## config.mk

```make
export PLATFORM = sky130hd
export DESIGN_NAME = spi_hold_frontend
export DESIGN_NICKNAME = d
export VERILOG_FILES = /design/src/rtl/spi_fe_pkg.sv /design/src/rtl/spi_fe_gate.sv /design/src/rtl/spi_fe_rx.sv /design/src/rtl/spi_fe_tx.sv /design/src/rtl/spi_hold_frontend.sv
export SDC_FILE = /design/constraint.sdc
export NUM_CORES = 1
export LEC_CHECK = 0
export CAP_MARGIN = 20
export CORE_UTILIZATION = 55
export DETAILED_ROUTE_END_ITERATION = 8
export HOLD_SLACK_MARGIN = 0.03
export PLACE_DENSITY = 0.83
export SYNTH_ARGS = -nofsm -noshare
export SYNTH_HDL_FRONTEND = slang
export SYNTH_HIERARCHICAL = 1
export SYNTH_SLANG_ARGS = --single-unit
```

## constraint.sdc

```tcl
create_clock -name clk -period 3.3 [get_ports clk]
set_input_delay 0.99 -clock clk [delete_from_list [all_inputs] [get_ports clk]]
set_output_delay 0.99 -clock clk [all_outputs]
set_load 0.02 [all_outputs]
```

## src/rtl/spi_fe_pkg.sv

```systemverilog
package spi_fe_pkg;
  // pause state of the front end
  typedef enum logic {
    HS_RUN    = 1'b0,
    HS_PAUSED = 1'b1
  } hold_st_t;

  localparam int unsigned FE_BYTE_W = 8;
endpackage

```

## src/rtl/spi_fe_gate.sv

```systemverilog
module spi_fe_gate
  import spi_fe_pkg::*;
(
  input  logic clk,
  input  logic rst_n,
  input  logic spi_sck,
  input  logic spi_cs_n,
  input  logic spi_hold_n,
  output logic live,
  output logic held,
  output logic rise,
  output logic fall,
  output logic seq_start
);
  logic     sck_q;
  logic     cs_n_q;
  hold_st_t hst_q;

  always_ff @(posedge clk or negedge rst_n) begin
    if (!rst_n) begin
      sck_q     <= 1'b0;
      cs_n_q    <= 1'b1;
      hst_q     <= HS_RUN;
      seq_start <= 1'b0;
    end else begin
      sck_q     <= spi_sck;
      cs_n_q    <= spi_cs_n;
      seq_start <= cs_n_q & ~spi_cs_n;
      if (spi_cs_n) begin
        hst_q <= HS_RUN;
      end else if (!spi_sck) begin
        // pause state follows the request only in the low clock phase
        hst_q <= spi_hold_n ? HS_RUN : HS_PAUSED;
      end
    end
  end

  always_comb begin
    live = ~spi_cs_n;
    held = (hst_q == HS_PAUSED);
    rise = live & ~held & spi_sck & ~sck_q;
    fall = live & ~held & ~spi_sck & sck_q;
  end

  // pause state only changes on a sample with serial clock low
  a_r8_pause_on_low: assert property (@(posedge clk) disable iff (!rst_n)
    ($past(!spi_cs_n) && (held != $past(held))) |-> !$past(spi_sck));

  // a high chip select clears the pause
  a_r7_cs_clears_pause: assert property (@(posedge clk) disable iff (!rst_n)
    spi_cs_n |=> !held);
endmodule

```

## src/rtl/spi_fe_rx.sv

```systemverilog
module spi_fe_rx #(
  parameter int unsigned W = 8
) (
  input  logic         clk,
  input  logic         rst_n,
  input  logic         live,
  input  logic         rise,
  input  logic         spi_si,
  output logic         rx_valid,
  output logic [W-1:0] rx_data,
  output logic         at_bound
);
  localparam int unsigned CW = (W > 1) ? $clog2(W) : 1;
  localparam logic [CW-1:0] LAST = CW'(W - 1);

  logic [CW-1:0] cnt;
  logic [W-1:0]  sh;
  logic [W-1:0]  next_sh;
  logic          done;

  always_comb begin
    next_sh  = {sh[W-2:0], spi_si};
    done     = rise && (cnt == LAST);
    at_bound = (cnt == '0);
  end

  always_ff @(posedge clk or negedge rst_n) begin
    if (!rst_n) begin
      cnt      <= '0;
      sh       <= '0;
      rx_valid <= 1'b0;
      rx_data  <= '0;
    end else if (!live) begin
      cnt      <= '0;
      sh       <= '0;
      rx_valid <= 1'b0;
    end else begin
      rx_valid <= done;
      if (rise) begin
        sh  <= next_sh;
        cnt <= done ? '0 : cnt + 1'b1;
      end
      if (done) rx_data <= next_sh;
    end
  end

  // a received-byte strobe lasts one cycle
  a_r2_valid_single: assert property (@(posedge clk) disable iff (!rst_n)
    rx_valid |=> !rx_valid);

  // without an accepted rising edge the bit position is kept
  a_r10_position_kept: assert property (@(posedge clk) disable iff (!rst_n)
    (live && !rise) |=> $stable(cnt));
endmodule

```

## src/rtl/spi_fe_tx.sv

```systemverilog
module spi_fe_tx #(
  parameter int unsigned W = 8
) (
  input  logic         clk,
  input  logic         rst_n,
  input  logic         live,
  input  logic         held,
  input  logic         fall,
  input  logic         at_bound,
  input  logic         take,
  input  logic         tx_valid,
  input  logic [W-1:0] tx_data,
  output logic         spi_so,
  output logic         so_oe
);
  logic [W-1:0] sh;
  logic         has;
  logic         so_q;
  logic         en_q;

  always_ff @(posedge clk or negedge rst_n) begin
    if (!rst_n) begin
      sh   <= '0;
      has  <= 1'b0;
      so_q <= 1'b0;
      en_q <= 1'b0;
    end else if (!live) begin
      sh   <= '0;
      has  <= 1'b0;
      so_q <= 1'b0;
      en_q <= 1'b0;
    end else begin
      if (take) begin
        has <= tx_valid;
        sh  <= tx_data;
      end
      if (fall) begin
        so_q <= sh[W-1];
        sh   <= {sh[W-2:0], 1'b0};
        if (at_bound) en_q <= has;
      end
    end
  end

  assign spi_so = so_q;
  assign so_oe  = en_q & live & ~held;

  // drive enable only switches on at a byte-boundary falling edge
  a_r6_enable_at_boundary: assert property (@(posedge clk) disable iff (!rst_n)
    $rose(en_q) |-> ($past(fall) && $past(at_bound)));

  // output bit only moves after a falling edge
  a_r5_so_after_fall: assert property (@(posedge clk) disable iff (!rst_n)
    (live && !fall) |=> $stable(so_q));
endmodule

```

## src/rtl/spi_hold_frontend.sv

```systemverilog
module spi_hold_frontend #(
  parameter int unsigned W = spi_fe_pkg::FE_BYTE_W
) (
  input  logic         clk,
  input  logic         rst_n,
  input  logic         spi_sck,
  input  logic         spi_cs_n,
  input  logic         spi_hold_n,
  input  logic         spi_si,
  output logic         spi_so,
  output logic         so_oe,
  output logic         rx_valid,
  output logic [W-1:0] rx_data,
  output logic         seq_start,
  output logic         tx_ready,
  input  logic         tx_valid,
  input  logic [W-1:0] tx_data
);
  logic live, held, rise, fall, at_bound;

  spi_fe_gate u_gate (
    .clk        (clk),
    .rst_n      (rst_n),
    .spi_sck    (spi_sck),
    .spi_cs_n   (spi_cs_n),
    .spi_hold_n (spi_hold_n),
    .live       (live),
    .held       (held),
    .rise       (rise),
    .fall       (fall),
    .seq_start  (seq_start)
  );

  spi_fe_rx #(.W(W)) u_rx (
    .clk      (clk),
    .rst_n    (rst_n),
    .live     (live),
    .rise     (rise),
    .spi_si   (spi_si),
    .rx_valid (rx_valid),
    .rx_data  (rx_data),
    .at_bound (at_bound)
  );

  assign tx_ready = rx_valid;

  spi_fe_tx #(.W(W)) u_tx (
    .clk      (clk),
    .rst_n    (rst_n),
    .live     (live),
    .held     (held),
    .fall     (fall),
    .at_bound (at_bound),
    .take     (tx_ready),
    .tx_valid (tx_valid),
    .tx_data  (tx_data),
    .spi_so   (spi_so),
    .so_oe    (so_oe)
  );
endmodule

```

==> impl_metrics.json <==
{
  "ctsResizeCount": 0,
  "stdcell_area_sq_um": 1980,
  "antenna_found_initial": 0,
  "track_usage": 0.196,
  "grt_max_degree": 35,
  "r2r_setup_slack_ns": 1.75,
  "gp_congestion": 0.737,
  "final_cell_count_no_fill": 183,
  "firstDrtPassIters": 4,
  "setup_violations": 0,
  "yosys-top-cells-area": "dfrtp_1, mux2i_1, mux2_4",
  "yosys_register_bits": 34,
  "die_h_um": 55.7,
  "vias": 975,
  "grt_pass1_vias": 1009,
  "clkSinkCount": 34,
  "htreeDepth": 2,
  "drv_slew": 0,
  "layout_min_cycle_time_ns": 3.23,
  "power_density_nw_per_um2": 387,
  "dieArea_sq_um": 3100,
  "critPathBufInv": 3,
  "synth_area_leader_cell": "dfrtp_1",
  "worstPathCellList": "clkdlybuf4s50_1, inv_1, nand2_1, nor2_1, clkdlybuf4s50_1",
  "synth_fp_nets": 136,
  "async_flop_share": 1.00,
  "clockRootBuffer": "clkbuf_4",
  "tns_ns": 0,
  "clock_skew_ns": 0.00471,
  "start_kind": "input port",
  "slew_headroom": 0.721,
  "critPathTopFamily": "buffers and inverters",
  "critical_path.slowest_cell": "clkdlybuf4s50_1",
  "worstHoldPathType": "reg2reg",
  "grt_overflow": 0,
  "fp.dieW_um": 55.7,
  "antenna_left": 0,
  "io_buffers": 27,
  "initial_core_util": 0.580,
  "cts_buffers": 5,
  "cts_setup_buffers": 0,
  "cp_max_fo": 2,
  "ios": 28,
  "clock_path_buffers": 2,
  "drive_gt1_frac": 0.230,
  "fillers": 197,
  "core_area_sq_um": 2730,
  "drt_wl_total_um": 2560,
  "cp.arrival_ns": 2.24,
  "postCtsHoldBufs": 0,
  "placed_cell_area_sq_um": 1900,
  "crit_top_cell": "clkdlybuf4s50_1",
  "maxCapViolations": 0,
  "clk_pin_slew_worst_paths_ns": 0.10,
  "grt_pass1_wl_um": 4590,
  "synthTopCellsByCount": "dfrtp_1, nor2b_1, mux2i_1",
  "worst_slew_pin_slew_ns": 0.418,
  "drcViolationCount": 0,
  "cpPeakStageDelay_ns": 0.61,
  "fp-row-count": 19,
  "synth_edf_count": 0,
  "hold_ws_ns": 0.511,
  "syn_inst": 118,
  "worstSkewPairLatency_ns": 0.32,
  "diodes": 0,
  "via_per_inst": 5.33,
  "hpwl_um": 1760,
  "yosysSeqAreaShare": 0.537,
  "cts_tree": "done",
  "syn_avg_cell_area_sq_um": 13.4,
  "status": "finished clean",
  "synth_most_common_cell": "dfrtp_1",
  "worstPathRequired_ns": 2.31,
  "synth-main-ff-cell": "dfrtp_1",
  "max_freq_mhz": 310,
  "yosysUniqueCellTypes": 27,
  "crit_type": "in2out",
  "placed_cells": 175,
  "critPathCaptureType": "output port",
  "ir_worst_vdd_mv": 0.381,
  "area_growth_pct": 24.9,
  "routedWlPerCell_um": 14.0,
  "fin_nets": 169,
  "p_leak_uw": 0.000964,
  "hold_viol_final": 0,
  "detail_route.iter0.violations": 35,
  "period_share": 0.979,
  "syn_area_sq_um": 1590,
  "yosysWarnings": 6,
  "rsz0062_at_grt": "no",
  "yosys.area.top_type_share": 0.521
}
==> layer usage <==
layer  up-vias  part of all wire  wire [um]  track usage
li1        472                 -          -            -
met2        25              0.48       1230        0.305
met5         -                 0          0            0
met3         2             0.057        147       0.0814
met1       476              0.46       1170        0.250
met4         0            0.0062         16       0.0643
==> cells by family after synthesis <==
kind of cell / count (synthesis) / share of synthesized area
buffers and inverters: 11 / 0.0410
and+or+nand+nor: 32 / 0.139
adders and majority gates: 3 / 0.0237
AOI/OAI and AO/OA: 12 / 0.0663
DFF: 34 / 0.537
muxes: 26 / 0.193
==> power breakdown <==
part	internal, uW	switching [uW]	total, uW
Combinational	37.2	28.0	65.2
Clock	146	127	273
Sequential	424	4.56	429
Total	607	160	767
==> flip-flops by register name, indices dropped and copies added, names as in the netlist <==
signal	count
u_gate/cs_n_q	1
u_gate/seq_start	1
u_gate/held	1
u_gate/sck_q	1
u_tx/spi_so	1
u_rx/rx_data	8
u_tx/en_q	1
u_rx/rx_valid	1
u_tx/sh	8
u_rx/cnt	3
u_rx/sh	7
u_tx/has	1
==> worst paths after layout <==
| kind | startpoint | to | cells after the start |
|---|---|---|---|
| max | spi_cs_n | so_oe | 5 |
| max in group asynchronous | rst_n | u_gate/cs_n_q$_DFF_PN1_ | 2 |
| max reg2reg | u_gate/sck_q$_DFF_PN0_ | u_rx/rx_data[7]$_DFFE_PN0P_ | 4 |
| min reg2reg | u_rx/rx_data[5]$_DFFE_PN0P_ | u_rx/rx_data[5]$_DFFE_PN0P_ | 1 |
| min | u_rx/rx_data[5]$_DFFE_PN0P_ | u_rx/rx_data[5]$_DFFE_PN0P_ | 1 |
| min in group asynchronous | rst_n | u_tx/sh[4]$_DFFE_PN0P_ | 2 |
==> layout by cell type (no fill, tap or decap), types with 2 or more instances in the layout <==
| cell type | instances |
|---|---|
| o211a_1 | 7 |
| nor4b_2 | 2 |
| dfrtp_1 | 33 |
| nor2b_1 | 12 |
| a21boi_0 | 2 |
| clkdlybuf4s50_1 | 27 |
| clkbuf_8 | 3 |
| mux2_2 | 8 |
| mux2_4 | 7 |
| nand2b_1 | 8 |
| buf_4 | 6 |
| clkbuf_4 | 5 |
| o21a_1 | 2 |
| inv_1 | 4 |
| nand2_1 | 2 |
| mux2i_1 | 11 |
| ha_1 | 3 |
==> layout make-up <==
cell class              instances  area (sq um)  share of cell area
flip-flops and latches         34           852               0.430
multi-input cells              73           681               0.344
repair buffers                 33           315               0.159
clock buffers                   8          78.8              0.0398
well taps                      31          38.8              0.0196
inverters                       4          15.0             0.00758
==> stage by stage <==
stage,total power [uW],util,setup WS (ns)
after detailed placement,504,0.696,0.0559
after global routing,806,0.724,0.0113
final,767,0.724,0.0694
after CTS,780,0.724,0.0549
after floorplan,467,-,0.565
after global placement,502,0.696,0.0703
Note: power is estimated with default switching activity, not from simulation.
